[config.mk]
export PLATFORM = sky130hd
export DESIGN_NAME = pwm_evt_irq_unit
export DESIGN_NICKNAME = d
export VERILOG_FILES = /design/src/rtl/pwm_evt_pkg.sv /design/src/rtl/pwm_evt_detect.sv /design/src/rtl/pwm_evt_regs.sv /design/src/rtl/pwm_evt_route.sv /design/src/rtl/pwm_evt_irq_unit.sv
export SDC_FILE = /design/constraint.sdc
export NUM_CORES = 1
export LEC_CHECK = 0
export BUFFER_PORTS_ARGS = -buffer_cell sky130_fd_sc_hd__buf_2
export CORE_AREA = 4 4 99 101
export DETAILED_ROUTE_END_ITERATION = 10
export DIE_AREA = 0 0 103 105
export GPL_ROUTABILITY_DRIVEN = 0
export GPL_TIMING_DRIVEN = 0
export MAX_ROUTING_LAYER = met4
export PLACE_DENSITY = 0.53
export RECOVER_POWER = 25
export SYNTH_ARGS = -nofsm -noshare
export SYNTH_HDL_FRONTEND = slang
export SYNTH_HIERARCHICAL = 1
export SYNTH_SLANG_ARGS = --single-unit
export TNS_END_PERCENT = 50
[constraint.sdc]
create_clock -name clk -period 2.7 [get_ports clk]
set_input_delay 0.135 -clock clk [delete_from_list [all_inputs] [get_ports clk]]
set_output_delay 0.135 -clock clk [all_outputs]
set_load 0.02 [all_outputs]
[src/rtl/pwm_evt_pkg.sv]
package pwm_evt_pkg;

    localparam int NUM_EVT  = 6;
    localparam int IRQ_LSB  = 0;
    localparam int TRIG_LSB = 8;
    localparam int ADR_EN   = 0;
    localparam int ADR_ST   = 1;

    typedef enum int unsigned {
        EV_ZERO = 0,
        EV_LOAD = 1,
        EV_AUP  = 2,
        EV_ADN  = 3,
        EV_BUP  = 4,
        EV_BDN  = 5
    } evt_idx_e;

    typedef logic [NUM_EVT-1:0] evt_vec_t;

    typedef struct packed {
        evt_vec_t trig;
        evt_vec_t irq;
    } en_t;

    typedef struct packed {
        logic eq_zero;
        logic eq_load;
        logic eq_a;
        logic eq_b;
    } match_t;

    function automatic evt_vec_t build_evt(input match_t m, input logic up, input logic fresh);
        evt_vec_t v;
        v          = '0;
        v[EV_ZERO] = m.eq_zero;
        v[EV_LOAD] = m.eq_load;
        v[EV_AUP]  = m.eq_a &  up;
        v[EV_ADN]  = m.eq_a & ~up;
        v[EV_BUP]  = m.eq_b &  up;
        v[EV_BDN]  = m.eq_b & ~up;
        return fresh ? v : '0;
    endfunction

endpackage

[src/rtl/pwm_evt_detect.sv]
module pwm_evt_detect
    import pwm_evt_pkg::*;
#(
    parameter int CNT_W = 16
) (
    input  logic             clk,
    input  logic             rst,
    input  logic [CNT_W-1:0] cnt_val,
    input  logic             cnt_up,
    input  logic [CNT_W-1:0] load_val,
    input  logic [CNT_W-1:0] cmp_a,
    input  logic [CNT_W-1:0] cmp_b,
    output evt_vec_t         evt
);

    logic [CNT_W-1:0] prev_cnt;
    logic             prev_valid;
    logic             fresh;
    match_t           m;

    always_ff @(posedge clk) begin
        if (rst) begin
            prev_cnt   <= '0;
            prev_valid <= 1'b0;
        end else begin
            prev_cnt   <= cnt_val;
            prev_valid <= 1'b1;
        end
    end

    always_comb begin
        fresh     = !prev_valid || (cnt_val != prev_cnt);
        m.eq_zero = (cnt_val == '0);
        m.eq_load = (cnt_val == load_val);
        m.eq_a    = (cnt_val == cmp_a);
        m.eq_b    = (cnt_val == cmp_b);
        evt       = build_evt(m, cnt_up, fresh);
    end

    AST_HOLD_QUIET: assert property (@(posedge clk) disable iff (rst)
        (prev_valid && $stable(cnt_val)) |-> (evt == '0));
    AST_DIR_EXCL_A: assert property (@(posedge clk) disable iff (rst)
        !(evt[EV_AUP] && evt[EV_ADN]));
    AST_DIR_EXCL_B: assert property (@(posedge clk) disable iff (rst)
        !(evt[EV_BUP] && evt[EV_BDN]));

endmodule

[src/rtl/pwm_evt_regs.sv]
module pwm_evt_regs
    import pwm_evt_pkg::*;
#(
    parameter int DATA_W = 32,
    parameter int ADDR_W = 2
) (
    input  logic              clk,
    input  logic              rst,
    input  evt_vec_t          evt,
    input  logic [ADDR_W-1:0] reg_addr,
    input  logic              reg_wen,
    input  logic [DATA_W-1:0] reg_wdata,
    output en_t               en,
    output evt_vec_t          status,
    output logic [DATA_W-1:0] reg_rdata
);

    localparam int EN_MSB_IRQ  = IRQ_LSB + NUM_EVT - 1;
    localparam int EN_MSB_TRIG = TRIG_LSB + NUM_EVT - 1;

    logic     sel_en;
    logic     sel_st;
    evt_vec_t clr;

    assign sel_en = (reg_addr == ADDR_W'(ADR_EN));
    assign sel_st = (reg_addr == ADDR_W'(ADR_ST));
    assign clr    = (reg_wen && sel_st) ? reg_wdata[NUM_EVT-1:0] : '0;

    always_ff @(posedge clk) begin
        if (rst) begin
            en <= '0;
        end else if (reg_wen && sel_en) begin
            en.irq  <= reg_wdata[EN_MSB_IRQ:IRQ_LSB];
            en.trig <= reg_wdata[EN_MSB_TRIG:TRIG_LSB];
        end
    end

    for (genvar i = 0; i < NUM_EVT; i++) begin : g_st
        always_ff @(posedge clk) begin
            if (rst) begin
                status[i] <= 1'b0;
            end else if (evt[i]) begin
                status[i] <= 1'b1;
            end else if (clr[i]) begin
                status[i] <= 1'b0;
            end
        end

        AST_EVT_WINS: assert property (@(posedge clk) disable iff (rst)
            evt[i] |=> status[i]);
        AST_STICKY: assert property (@(posedge clk) disable iff (rst)
            (status[i] && !clr[i]) |=> status[i]);
    end

    always_comb begin
        reg_rdata = '0;
        if (sel_en) begin
            reg_rdata[EN_MSB_IRQ:IRQ_LSB]   = en.irq;
            reg_rdata[EN_MSB_TRIG:TRIG_LSB] = en.trig;
        end else if (sel_st) begin
            reg_rdata[NUM_EVT-1:0] = status;
        end
    end

    AST_RSVD_ZERO: assert property (@(posedge clk) disable iff (rst)
        sel_en |-> (reg_rdata[DATA_W-1:EN_MSB_TRIG+1] == '0));
    AST_UNMAPPED_ZERO: assert property (@(posedge clk) disable iff (rst)
        (!sel_en && !sel_st) |-> (reg_rdata == '0));

endmodule

[src/rtl/pwm_evt_route.sv]
module pwm_evt_route
    import pwm_evt_pkg::*;
(
    input  logic     clk,
    input  logic     rst,
    input  evt_vec_t evt,
    input  en_t      en,
    input  evt_vec_t status,
    output logic     irq_out,
    output logic     adc_trig
);

    always_ff @(posedge clk) begin
        if (rst) begin
            adc_trig <= 1'b0;
        end else begin
            adc_trig <= |(evt & en.trig);
        end
    end

    assign irq_out = |(status & en.irq);

    AST_TRIG_CAUSE: assert property (@(posedge clk) disable iff (rst)
        adc_trig |-> $past(|(evt & en.trig)));
    AST_IRQ_SOURCE: assert property (@(posedge clk) disable iff (rst)
        irq_out |-> (status != '0));

endmodule

[src/rtl/pwm_evt_irq_unit.sv]
module pwm_evt_irq_unit
    import pwm_evt_pkg::*;
#(
    parameter int CNT_W  = 16,
    parameter int DATA_W = 32,
    parameter int ADDR_W = 2
) (
    input  logic              clk,
    input  logic              rst,
    input  logic [CNT_W-1:0]  cnt_val,
    input  logic              cnt_up,
    input  logic [CNT_W-1:0]  load_val,
    input  logic [CNT_W-1:0]  cmp_a,
    input  logic [CNT_W-1:0]  cmp_b,
    input  logic [ADDR_W-1:0] reg_addr,
    input  logic              reg_wen,
    input  logic [DATA_W-1:0] reg_wdata,
    output logic [DATA_W-1:0] reg_rdata,
    output logic              irq_out,
    output logic              adc_trig
);

    evt_vec_t evt;
    evt_vec_t status;
    en_t      en;

    pwm_evt_detect #(.CNT_W(CNT_W)) u_detect (
        .clk      (clk),
        .rst      (rst),
        .cnt_val  (cnt_val),
        .cnt_up   (cnt_up),
        .load_val (load_val),
        .cmp_a    (cmp_a),
        .cmp_b    (cmp_b),
        .evt      (evt)
    );

    pwm_evt_regs #(.DATA_W(DATA_W), .ADDR_W(ADDR_W)) u_regs (
        .clk       (clk),
        .rst       (rst),
        .evt       (evt),
        .reg_addr  (reg_addr),
        .reg_wen   (reg_wen),
        .reg_wdata (reg_wdata),
        .en        (en),
        .status    (status),
        .reg_rdata (reg_rdata)
    );

    pwm_evt_route u_route (
        .clk      (clk),
        .rst      (rst),
        .evt      (evt),
        .en       (en),
        .status   (status),
        .irq_out  (irq_out),
        .adc_trig (adc_trig)
    );

endmodule

=== Yosys cells after proc, flatten, opt, wreduce, memory -nomap -nowiden ===
Cells that the tools add are included.

* Register bits after elaboration: 36
* Input bits: 102
* Output and inout port bits: 34
* Logic and storage cells: 55

* Eq/ne operators: 5
* Multiplexer cells: 18
* Bitwise logic cells: 7
* Reduce and logical (&&, ||, !) cells: 14

{| class="wikitable"
|+ Operators with widths
! operator !! number
|-
| equality test 16 bit || 3
|-
| two-way mux 6 bit || 5
|-
| zero test 16 bit || 1
|-
| inequality test 16 bit || 1
|-
| two-way mux 1 bit || 13
|-
| bitwise AND 6 bit || 2
|-
| nonzero test 2 bit || 6
|-
| OR reduction 6 bit || 2
|-
| bitwise AND 1 bit || 4
|-
| equality test 2 x 1 -> 1 bit (second input constant) || 1
|-
| logical AND 1 bit || 2
|-
| zero test 2 bit || 1
|-
| zero test 1 bit || 1
|-
| logical OR 1 bit || 1
|-
| NOT 1 bit || 1
|}

=== Logic depth before layout (Yosys ltp) ===
Gate-level depths: netlist (run 1).

* Word-level depth: 5
* Mapped depth: 7
* Gate-level depth less buffers: 6

=== Cells and area by module ===
Netlist (run 1), hierarchy kept.

{| class="wikitable"
|+ By module, submodules not included
! module !! instances !! cells an instance !! area an instance (µm²) !! seq. area each (µm²)
|-
| pwm_evt_detect || 1 || 149 || 1,416.4 || 340.3
|-
| pwm_evt_regs || 1 || 121 || 1,131.1 || 360.3
|-
| pwm_evt_route || 1 || 9 || 76.3 || 20.0
|}

=== Worst setup path before layout (run 1) ===
No wires, ideal clock.

* Path type: reg-to-reg
* Start point: reg u_detect.prev_cnt[1]
* End point: reg u_route.adc_trig
* Setup time: 0.127 ns
* Data arrival time: 1.400 ns
* Required time: 2.573 ns
* Slack: 1.173 ns
* Cell stages (with the launch flop): 7
* Buffers on the path: 0
* Period minus slack after synthesis: 1.527 ns
* Path through: dfxtp_1 > xnor2_1 > nand4_2 > nor4_4 > a211oi_1 > a22oi_1 > a31oi_1

* Word-level cells in the longest chain between the ends: 5

{| class="wikitable"
|+ Ends and longest elaborated chain
! element !! RTL line !! text
|-
| start: declaration || pwm_evt_detect.sv:16 || <nowiki>logic [CNT_W-1:0] prev_cnt;</nowiki>
|-
| start signal: assignment || pwm_evt_detect.sv:26 || <nowiki>prev_cnt <= cnt_val;</nowiki>
|-
| inequality test 16 bit || pwm_evt_detect.sv:32 || <nowiki>fresh = !prev_valid || (cnt_val != prev_cnt);</nowiki>
|-
| logical OR 1 bit || pwm_evt_detect.sv:32 ||
|-
| two-way mux 6 bit || pwm_evt_pkg.sv:41 || <nowiki>return fresh ? v : '0;</nowiki>
|-
| named net evt[2] || pwm_evt_irq_unit.sv:23 || <nowiki>evt_vec_t evt;</nowiki>
|-
| bitwise AND 6 bit || pwm_evt_route.sv:17 || <nowiki>adc_trig <= |(evt & en.trig);</nowiki>
|-
| OR reduction 6 bit || pwm_evt_route.sv:17 ||
|-
| end signal: assignment || pwm_evt_route.sv:17 ||
|-
| end: declaration || pwm_evt_route.sv:10 || <nowiki>output logic adc_trig</nowiki>
|}

The timed path passes the listed nets, and every way through them passes these cells.
A chain may end at the register's enable or synchronous reset.

=== Final worst setup path (run 1) ===
* Start point: in cnt_val[13]
* End point: reg u_regs.status[2]

* Word-level cells in the longest chain between the ends: 4
* Elaborated cells on any way between the ends: 7
* Those cells by class: eq/ne (2); mux (2); bitwise (1); reduce/logical (2)

{| class="wikitable"
|+ Ends and longest elaborated chain
! element !! RTL line !! text
|-
| start: declaration || pwm_evt_irq_unit.sv:10 || <nowiki>input logic [CNT_W-1:0] cnt_val,</nowiki>
|-
| equality test 16 bit / inequality test 16 bit (equally long branches) || pwm_evt_detect.sv:35, pwm_evt_detect.sv:32 ||
|-
| bitwise AND 1 bit / logical OR 1 bit (equally long branches) || pwm_evt_pkg.sv:37, pwm_evt_detect.sv:32 ||
|-
| two-way mux 6 bit * || pwm_evt_pkg.sv:41 ||
|-
| named net evt[2] || pwm_evt_irq_unit.sv:23 ||
|-
| two-way mux 1 bit / nonzero test 2 bit (equally long branches) || n/a ||
|-
| end signal: indexed assignment || pwm_evt_regs.sv:41 || <nowiki>status[i] <= 1'b0;</nowiki>
|-
| end signal: indexed assignment || pwm_evt_regs.sv:43 || <nowiki>status[i] <= 1'b1;</nowiki>
|-
| end signal: indexed assignment || pwm_evt_regs.sv:45 || <nowiki>status[i] <= 1'b0;</nowiki>
|-
| end: declaration || pwm_evt_regs.sv:14 || <nowiki>output evt_vec_t status,</nowiki>
|}

The timed path passes the listed nets; every way through them passes the cells marked *.

==> summary.txt, run 1 <==
Placed design
  – Buffers on Ports: 77
  – Dpl ws: just over 0.6 ns
  – DP HPWL: 5720 um

Clock network
  – Hold Buf Count CTS: 0
  – Post-CTS Setup Repair Bufs: 0
  – Root buffer cell: clkbuf_8
  – Clock Latency Late Sink: 0.29 ns
  – CTS buffer count: 5
  – Htree depth: 2
  – CTS Buffer Depth: 2
  – CTS tree: built
  – Clock transition at path regs: 0.07 ns
  – Clock sink count: 36
  – Post-CTS sizing: 0

Final layout
  – Layout cells sized above 1: 36.3%
  – Filler Cell Count: 933
  – Inserted Diodes: 0
  – Util after Layout: 36.7%
  – Syn-to-layout area delta: 26.1%
  – Final Net Count: 484

Worst setup path
  – Worst setup startpoint: cnt_val[13]
  – Worst flop-to-flop path endpoint: u_route/adc_trig$_SDFF_PP0_
  – WP data required: 2.91 ns
  – Setup crit end: u_regs/status[2]$_SDFFE_PP0P_
  – Worst Path Buf+Inv: 1
  – Number of cells on the critical path: 7
  – Highest net fanout along the worst path: 6
  – Startpoint types: input port
  – Worst path cell trace: buf_2 -> xor2_1 -> nor4_1 -> nand4_1 -> a211oi_1 -> nor2_1 -> a311oi_2
  – R2R depth: 6
  – CP top delay family: compound AO/OA/AOI/OAI gates
  – Reg2Reg Setup Slack: 0.99 ns
  – WP data arrival: 1.99 ns
  – Worst path slowest cell: a211oi_1
  – Worst path max stage delay: 0.53 ns
  – CP Capture Type: register
  – Crit Path Category: in2reg
  – RR Startpoint: u_detect/prev_cnt[1]$_SDFF_PP0_

Route
  – Met2 wire len: 3330 um
  – Detailed Routing Iterations Pass 1: 4
  – # DRC: 0
  – Wirelength per Cell: 14.0 um
  – Metal-1 WL: 2960 um
  – Final WL: 6940 um
  – Vias: ~2,100
  – Met3 routed WL: about 570 um
  – Top Layer Used: met4
  – Vias per cell: between 4 and 5
  – Final antenna-violating net count: 0
  – DRT iter0 DRCs: 23

Yosys
  – Compound-Gate Fraction of Synth Area: a little under 7%
  – Simple-gate share of the synthesized area: 22.2%
  – Ys Warns: 6
  – Mapped cell area: 2620 um2
  – Syn avg cell area: 9.40 um2
  – Main combinational cell family by area after synthesis: simple AND/OR/NAND/NOR gates
  – Sequential cell area fraction in the yosys report: between 20% and 30%
  – Post-Syn Instances: approximately 280
  – Mux share of post-synthesis cell area: approximately 6.9%
  – Adder-cell share of the synthesized area: 0%
  – Flops & latches, synth: 36
  – XOR/XNOR share of the synthesized area: between 20% and 30%
  – Synth unique cells: 30

GRT
  – Vias in the first global route: 2,192
  – Total gr overflow: 0
  – Largest net degree at the start of global routing: 13
  – Gr usage total: 13.3%
  – Initial antenna violation count: 0
  – First-pass GRT wire length: 10,800 um

STA
  – RSZ-0062 raised after global routing: false
  – Final WS setup: 0.921 ns
  – Max Slew Vio Count: 0
  – Fmax: 0.562 GHz
  – Worst slew pin tran: 0.598 ns
  – Tmin final: 1.78 ns
  – Setup-failing EPs final: 0
  – Setup_tns: 0 ns
  – Final hold violations: 0
  – Crit share post-route: 65.9%
  – Worst-case clock skew: between 0.005 and 0.006 ns
  – Slew HR: 60.1%

Die
  – Std cell rows: 35
  – Core footprint: 9020 um2
  – Die width: 103 um
  – Io pins: 136
  – Die H: 105 um
  – Die footprint: 10,800 um2
  – Initial Util: 29.1%

Run status
  – Status: finished, final reports clean

Power
  – PD cells: 386 nW/um2
  – Design Power: 1280 uW
  – Static leakage: 0.00146 uW
  – Worst vdd ir: 200 uV

Hold path
  – Worst min-delay path class: in2reg

Job
  – Max cap viols: 0
## layout by cell type (no fill, tap or decap), drive strengths merged, types with 2 or more instances in the layout
cell type / instances
buf: 116
a311oi: 6
conb: 20
nor4: 17
mux2i: 18
a21oi: 2
xnor2: 16
a211oi: 4
a22oi: 6
xor2: 48
inv: 8
nor2b: 16
dfxtp: 36
nor2: 13
clkbuf: 14
and2: 7
nand3: 2
nand4: 7
nand2b: 24
## report_power, final
part | internal [uW] | switching, uW
logic | 154 | 163
clock network | 208 | 190
registers | 551 | 11.1
total | 913 | 365
## state kept, by name, indices dropped and copies added, names as in the netlist
register             flops
u_route/adc_trig         1
u_regs/status            6
u_detect/prev_valid      1
u_detect/prev_cnt       16
u_regs/en               12
## per-layer routing
metal / up-vias / track usage [%]
li1: 1085 / -
met1: 920 / 16.3
met4: 0 / 3.61
met5: - / -
met3: 7 / 2.87
met2: 89 / 21.9
## cells by family (layout without fill, tap and decap cells)
family,count (synthesis),in the layout
AO/OA/AOI/OAI,19,19
XOR/XNOR,64,64
buffers and inverters,53,138
flip-flops,36,36
multiplexers,18,18
other,1,20
AND/OR/NAND/NOR,88,88
## through the flow
step                instance area (um2)  instances  hold WS, ns
floorplan                          2700        298        0.204
detailed placement                 3220        486        0.373
finish                             3310        494       0.0652
global placement                   3220        486        0.375
global route                       3310        494       0.0807
CTS                                3310        494       0.0603
## cell type report
cell class / count / area (um2) / area share, %
Buffer: 45 / 342 / 10.3
Clock buffer: 8 / 90.1 / 2.72
Inverter: 8 / 30.0 / 0.908
Multi-Input combinational cell: 209 / 1600 / 48.4
Sequential cell: 36 / 721 / 21.8
Tap cell: 111 / 139 / 4.20
Timing Repair Buffer: 77 / 384 / 11.6
## cell usage after synthesis
master,instances,area (um2)
a211oi_1,4,30.0
a21oi_1,2,10.0
a22oi_1,6,45.0
a311oi_2,6,90.1
a31oi_1,1,6.26
and2_0,1,6.26
and2_1,6,37.5
and3b_1,1,8.76
buf_2,9,45.0
buf_4,20,150
buf_6,10,113
buf_8,1,15.0
clkbuf_1,5,18.8
conb_1,1,3.75
dfxtp_1,36,721
inv_1,8,30.0
mux2i_1,18,180
nand2b_1,24,150
nand3_1,2,10.0
nand4_1,6,37.5
nand4_2,1,12.5
nor2_1,13,48.8
nor2b_1,16,100
nor3b_4,1,18.8
nor4_1,11,68.8
nor4_2,5,62.6
nor4_4,1,21.3
xnor2_1,13,114
xnor2_2,3,48.8
xor2_1,48,420
## worst min-delay path by stage
stage,start,end,cells after the start
6_report,reg_wdata[3],u_regs/status[3]$_SDFFE_PP0P_,2
3_3_place_gp,reg_wdata[3],u_regs/status[3]$_SDFFE_PP0P_,2
4_1_cts,reg_wdata[3],u_regs/status[3]$_SDFFE_PP0P_,2
2_1_floorplan,rst,u_route/adc_trig$_SDFF_PP0_,1
3_5_place_dp,reg_wdata[3],u_regs/status[3]$_SDFFE_PP0P_,2
5_1_grt,reg_wdata[4],u_regs/status[4]$_SDFFE_PP0P_,2
Power figures use the tool's default switching activity.
==> run 2: changes to the inputs <==
--- a/config.mk
+++ b/config.mk
@@ -12,7 +12,7 @@
 export GPL_ROUTABILITY_DRIVEN = 0
 export GPL_TIMING_DRIVEN = 0
 export MAX_ROUTING_LAYER = met4
-export PLACE_DENSITY = 0.53
+export PLACE_DENSITY = 0.55
 export RECOVER_POWER = 25
 export SYNTH_ARGS = -nofsm -noshare
 export SYNTH_HDL_FRONTEND = slang
==> constraint.sdc (replaced) <==
create_clock -name clk -period 1.5 [get_ports clk]
set_input_delay 0.075 -clock clk [delete_from_list [all_inputs] [get_ports clk]]
set_output_delay 0.075 -clock clk [all_outputs]
set_load 0.02 [all_outputs]
==> run 2 against run 1 <==
  * The flow now finishes with violations (negative setup slack)
  * Register-to-register slack got worse by 1.1 ns
  * Clock power grew 78%
  * Flip-flop and latch count unchanged
  * First-iteration DRC count up 87%
  * Global-route usage shrank 0.20 points
  * Clock skew shrank 0.0030 ns
  * Routed wire length fell by 1.2%
  * Non-clock buffer count is 1 higher
  * Highest routed layer unchanged
==> summary.txt, run 2 (same netlist as run 1, synthesis figures left out) <==
Final layout
  – Layout cells sized above 1: between 40% and 50%
  – Top Registers: u_detect/prev_cnt x16, u_regs/en x12, u_regs/status x6
  – Most common cell after layout, fill and taps aside: buf_2
  – Finished Cell Area: 3410 um2
  – Filler Cell Count: 950
  – Most frequent cells in the layout: buf_2 (86), xor2_1 (48), dfxtp_1 (33)
  – Top reg by flops: u_detect/prev_cnt
  – Final Net Count: 485
  – Max FFs per register: 16
  – Inserted Diodes: 0
  – Syn-to-layout area delta: 29.8%

GRT
  – Total gr overflow: 0
  – Gr usage total: 13.1%
  – Initial antenna violation count: 0
  – Largest net degree at the start of global routing: 13
  – First-pass GRT wire length: 10,700 um
  – Vias in the first global route: between 2,000 and 2,500

STA
  – Crit share post-route: 107%
  – Worst-case clock skew: 0.00232 ns
  – Fmax: 0.625 GHz
  – RSZ-0062 raised after global routing: true
  – Slew HR: 61.7%
  – Max Slew Vio Count: 0
  – Worst slew pin tran: 0.575 ns
  – Setup-failing EPs final: 6
  – Tmin final: around 1.6 ns
  – Final WS setup: -0.0989 ns
  – Final hold violations: 0

Power
  – Design Power: about 2300 uW
  – Clk pwr share: 30.8%
  – Pint: 1650 uW
  – Worst vdd ir: about 280 uV
  – Sw Ratio: 28.5%
  – Static leakage: 0.00148 uW
  – PD cells: just under 700 nW/um2
  – Psw: around 660 uW
  – Register share of total power: 44.0%
  – Logic pwr share: 25.3%

Clock network
  – CTS tree: built
  – Clock sink count: 36
  – CTS Buffer Depth: 2
  – Root buffer cell: clkbuf_8
  – Clock transition at path regs: 0.07 ns
  – Htree depth: 2
  – Clock Latency Late Sink: roughly 0.28 ns
  – CTS buffer count: 5

Worst setup path
  – Worst Path Buf+Inv: 1
  – Worst path cell trace: xnor2_1 -> nand4_1 -> nor4_4 -> buf_6 -> a211oi_4 -> a22oi_1 -> a31oi_1
  – CP top delay family: simple AND/OR/NAND/NOR gates
  – Worst path slowest cell: dfxtp_1
  – Startpoint types: register
  – Crit Path Category: reg2reg
  – Worst path max stage delay: 0.31 ns
  – WP data arrival: between 1.5 and 2 ns
  – Highest net fanout along the worst path: 6
  – WP data required: 1.67 ns
  – CP Capture Type: register
  – Reg2Reg Setup Slack: -0.1 ns

Route
  – Met2 wire len: 3220 um
  – Final WL: 6860 um
  – # DRC: 0
  – Met3 routed WL: 529 um
  – Metal-1 WL: around 3000 um
  – DRT iter0 DRCs: 43
  – Top Layer Used: met4
  – Final antenna-violating net count: 0
  – Vias per cell: 4.29
  – Wirelength per Cell: 13.9 um
  – Vias: 2,126
  – Detailed Routing Iterations Pass 1: 4

Hold path
  – Worst min-delay path class: in2reg

Die
  – Initial Util: 29.1%
  – Die footprint: about 11,000 um2
  – Die H: approximately 110 um
  – Io pins: 136
  – Std cell rows: 35
  – Die width: 103 um
  – Core footprint: 9020 um2

Run status
  – Failing checks: negative setup slack
  – Status: finished, violations left

Placed design
  – Post-DP Area: 3220 um2
  – Buffers on Ports: 77
  – DP HPWL: 5680 um

Job
  – Max cap viols: 0
==> run 2: cell count changes in the layout (fill, tap and decap cells not counted), sizes merged <==
cell,change
clkbuf,-2
buf,+3
==> run 2: layer usage <==
| metal | vias to the layer above | GRT usage (%) |
|---|---|---|
| met5 | - | - |
| met4 | 0 | 3.61 |
| met3 | 10 | 2.67 |
| met2 | 91 | 21.4 |
| met1 | 939 | 16.3 |
| li1 | 1086 | - |
==> run 2: worst paths after layout <==
path / from / endpoint / cells after the start
hold / removal: reg_wdata[2] / u_regs/status[2]$_SDFFE_PP0P_ / 2
setup / recovery: u_detect/prev_cnt[13]$_SDFF_PP0_ / u_route/adc_trig$_SDFF_PP0_ / 7
setup reg to reg: u_detect/prev_cnt[13]$_SDFF_PP0_ / u_route/adc_trig$_SDFF_PP0_ / 7
hold reg to reg: u_regs/en[3]$_SDFFE_PP0P_ / u_regs/en[3]$_SDFFE_PP0P_ / 2
==> run 2: final cells by class <==
cell class | instances | area, um2 | area share [%]
plain buffers | 44 | 338 | 9.92
clock buffers | 8 | 90.1 | 2.65
inverters | 8 | 30.0 | 0.882
multi-input cells | 209 | 1680 | 49.3
flip-flops and latches | 36 | 724 | 21.3
well taps | 111 | 139 | 4.08
repair buffers | 79 | 404 | 11.9
==> run 2: through the flow <==
step	TNS [ns]	util, %	hold WS (ns)	instances	setup slack, ns
global route	-0.812	37.8	0.0102	495	-0.213
detailed placement	-2.82	35.7	0.316	486	-0.561
CTS	-0.188	37.6	0.00369	495	-0.0952
finish	-0.207	37.8	0.0153	495	-0.0989
global placement	-2.66	35.7	0.319	486	-0.536
floorplan	-0.00507	-	0.144	298	-0.00507
==> run 2: power by group through the flow <==
stage	Clock (uW)	Combinational (uW)	Sequential [uW]
floorplan	0	405	1030
global placement	0	567	1030
detailed placement	0	574	1030
CTS	737	588	1010
global route	783	639	1020
finish	708	582	1010
==> run 2: what timing repair did <==
item / CTS / global route
resized for setup: 15 / 4
pin swaps: 9 / 3
setup buffers: 2 / 0
hold buffers: 0 / 0
gates cloned: 0 / 0
endpoints found under the hold margin: 0 / 0
endpoints found under the setup margin: 7 / 7
==> run 3: changes to the inputs <==
--- a/config.mk
+++ b/config.mk
@@ -6,13 +6,13 @@
 export NUM_CORES = 1
 export LEC_CHECK = 0
 export BUFFER_PORTS_ARGS = -buffer_cell sky130_fd_sc_hd__buf_2
-export CORE_AREA = 4 4 99 101
+export CORE_AREA = 4 4 89 112
 export DETAILED_ROUTE_END_ITERATION = 10
-export DIE_AREA = 0 0 103 105
+export DIE_AREA = 0 0 93 116
 export GPL_ROUTABILITY_DRIVEN = 0
 export GPL_TIMING_DRIVEN = 0
 export MAX_ROUTING_LAYER = met4
-export PLACE_DENSITY = 0.55
+export PLACE_DENSITY = 0.68
 export RECOVER_POWER = 25
 export SYNTH_ARGS = -nofsm -noshare
 export SYNTH_HDL_FRONTEND = slang
==> run 3 against run 2 <==
  * The run still ends with negative setup slack left
  * Largest power group is now clock
  * Die area down 0.25%
  * Maximum frequency down 3.0%
  * Sequential power about the same
  * Count of clock-buffer cells in the layout down 2
  * Power up 14%
  * Critical path type unchanged
  * Core utilization up 1.3 points
  * Final cell count up 2.8%
  * Design area up 3.1%
  * Non-clock buffer count up 2
  * Largest cell class unchanged
  * Global-route usage up 0.58 points
==> summary.txt, run 3 (same netlist as run 1, synthesis figures left out) <==
Route
  – Final antenna-violating net count: 0
  – DRT iter0 DRCs: 51
  – Detailed Routing Iterations Pass 1: 4
  – # DRC: 0
  – Wirelength per Cell: between 10 and 15 um
  – Final WL: 6880 um
  – Vias: 2,167
  – Vias per cell: between 4 and 5

Power
  – Worst vdd ir: between 400 and 500 uV
  – PD cells: 750 nW/um2
  – Static leakage: 0.00152 uW

STA
  – Worst slew pin tran: approximately 0.56 ns
  – Setup-failing EPs final: 7
  – Setup_tns: -0.467 ns
  – Tmin final: 1.65 ns
  – Final hold violations: 0
  – Final WS setup: -0.149 ns
  – RSZ-0062 raised after global routing: true
  – Max Slew Vio Count: 0
  – Slew HR: a little over three fifths
  – WHS: 0.0219 ns
  – Crit share post-route: 110%
  – Fmax: 0.606 GHz
  – Worst-case clock skew: 0.00181 ns

Clock network
  – Root buffer cell: clkbuf_16
  – Htree depth: 2
  – Hold Buf Count CTS: 0
  – CTS tree: built
  – CTS buffer count: 5
  – Clock Latency Late Sink: 0.28 ns
  – Clock sink count: 36
  – CTS Buffer Depth: 2
  – Clock transition at path regs: 0.05 ns

Die
  – Die footprint: roughly 11,000 um2
  – Io pins: 136
  – Die width: 93 um
  – Initial Util: approximately 30%
  – Die H: around 120 um
  – Core footprint: 8980 um2
  – Std cell rows: 39

Worst setup path
  – Startpoint types: register
  – CP Capture Type: register
  – Highest net fanout along the worst path: 6
  – WP data required: 1.66 ns
  – WP data arrival: 1.81 ns
  – Crit Path Category: reg2reg

GRT
  – Initial antenna violation count: 0
  – Vias in the first global route: around 2,200
  – First-pass GRT wire length: ~11,000 um
  – Largest net degree at the start of global routing: 13
  – Gr usage total: around 14%
  – Total gr overflow: 0

Run status
  – Failing checks: negative setup slack
  – Status: finished, violations left

Final layout
  – Top Registers: u_detect/prev_cnt x16, u_regs/en x12, u_regs/status x6
  – Layout cells sized above 1: a little over two fifths
  – FF+latch area: around 720 um2
  – Top reg by flops: u_detect/prev_cnt
  – Most common cell after layout, fill and taps aside: buf_2
  – Most frequent cells in the layout: buf_2 (86), xor2_1 (48), dfxtp_1 (35)
  – Syn-to-layout area delta: 33.8%
  – Filler Cell Count: 932
  – Footprint of the multi-input gates: 1700 um2
  – Inserted Diodes: 0
  – Max FFs per register: 16
  – Final Net Count: 487

Placed design
  – Dpl ws: -0.626 ns
  – Buffers on Ports: 77
  – DP HPWL: 5730 um

Hold path
  – Worst min-delay path class: in2reg

Job
  – Max cap viols: 0
-- run 3: power by group --
group / switching, uW / internal, uW / total (uW)
Sequential: 20.9 / 993 / 1010
Combinational: 309 / 281 / 590
Clock: 376 / 653 / 1030
Total: 706 / 1930 / 2630
-- run 3: what timing repair did --
item / 4_1_cts / 5_1_grt
gates resized for setup: 10 / 12
pin swaps: 9 / 10
buffers inserted: 1 / 2
endpoints found under the setup margin: 7 / 7
-- run 3: final cells by class --
| cell class | count | share of cell area (%) |
|---|---|---|
| clock inverters | 2 | 0.285 |
| multi-input cells | 209 | 48.5 |
| repair buffers | 80 | 11.7 |
| clock buffers | 6 | 3.96 |
| well taps | 123 | 4.38 |
| inverters | 8 | 0.855 |
| plain buffers | 45 | 9.76 |
| flip-flops and latches | 36 | 20.6 |
-- run 3: metrics by stage --
step                total power (uW)  area (um2)  utilization [%]  cells
floorplan                       1430        2700                -    298
global placement                1600        3230             36.0    498
detailed placement              1610        3230             36.0    498
CTS                             2660        3440             38.3    507
global route                    2770        3510             39.1    509
finish                          2630        3510             39.1    509
-- run 3: routing by layer --
layer,GRT usage (%),wire (um),vias up
li1,-,-,1087
met1,15.3,2760,960
met2,24.2,3420,107
met3,3.05,605,13
met4,4.30,99,0
met5,-,0,-
-- run 3: path summary, 6_finish.rpt --
path                                     from                       endpoint  slack [ns]  depth (start not counted)
max          u_detect/prev_cnt[10]$_SDFF_PP0_    u_route/adc_trig$_SDFF_PP0_       -0.15                          7
min                              reg_wdata[5]  u_regs/status[5]$_SDFFE_PP0P_        0.02                          2
max reg2reg  u_detect/prev_cnt[10]$_SDFF_PP0_    u_route/adc_trig$_SDFF_PP0_       -0.15                          7
min reg2reg         u_regs/en[4]$_SDFFE_PP0P_      u_regs/en[4]$_SDFFE_PP0P_        0.49                          2
-- run 3: critical path: stages, from the launching register on --
cell	delay, ns
dfxtp_2	0.32
xnor2_2	0.14
nand4_1	0.19
nor4_4	0.31
buf_6	0.20
a211oi_4	0.08
a22oi_2	0.19
a31oi_1	0.10
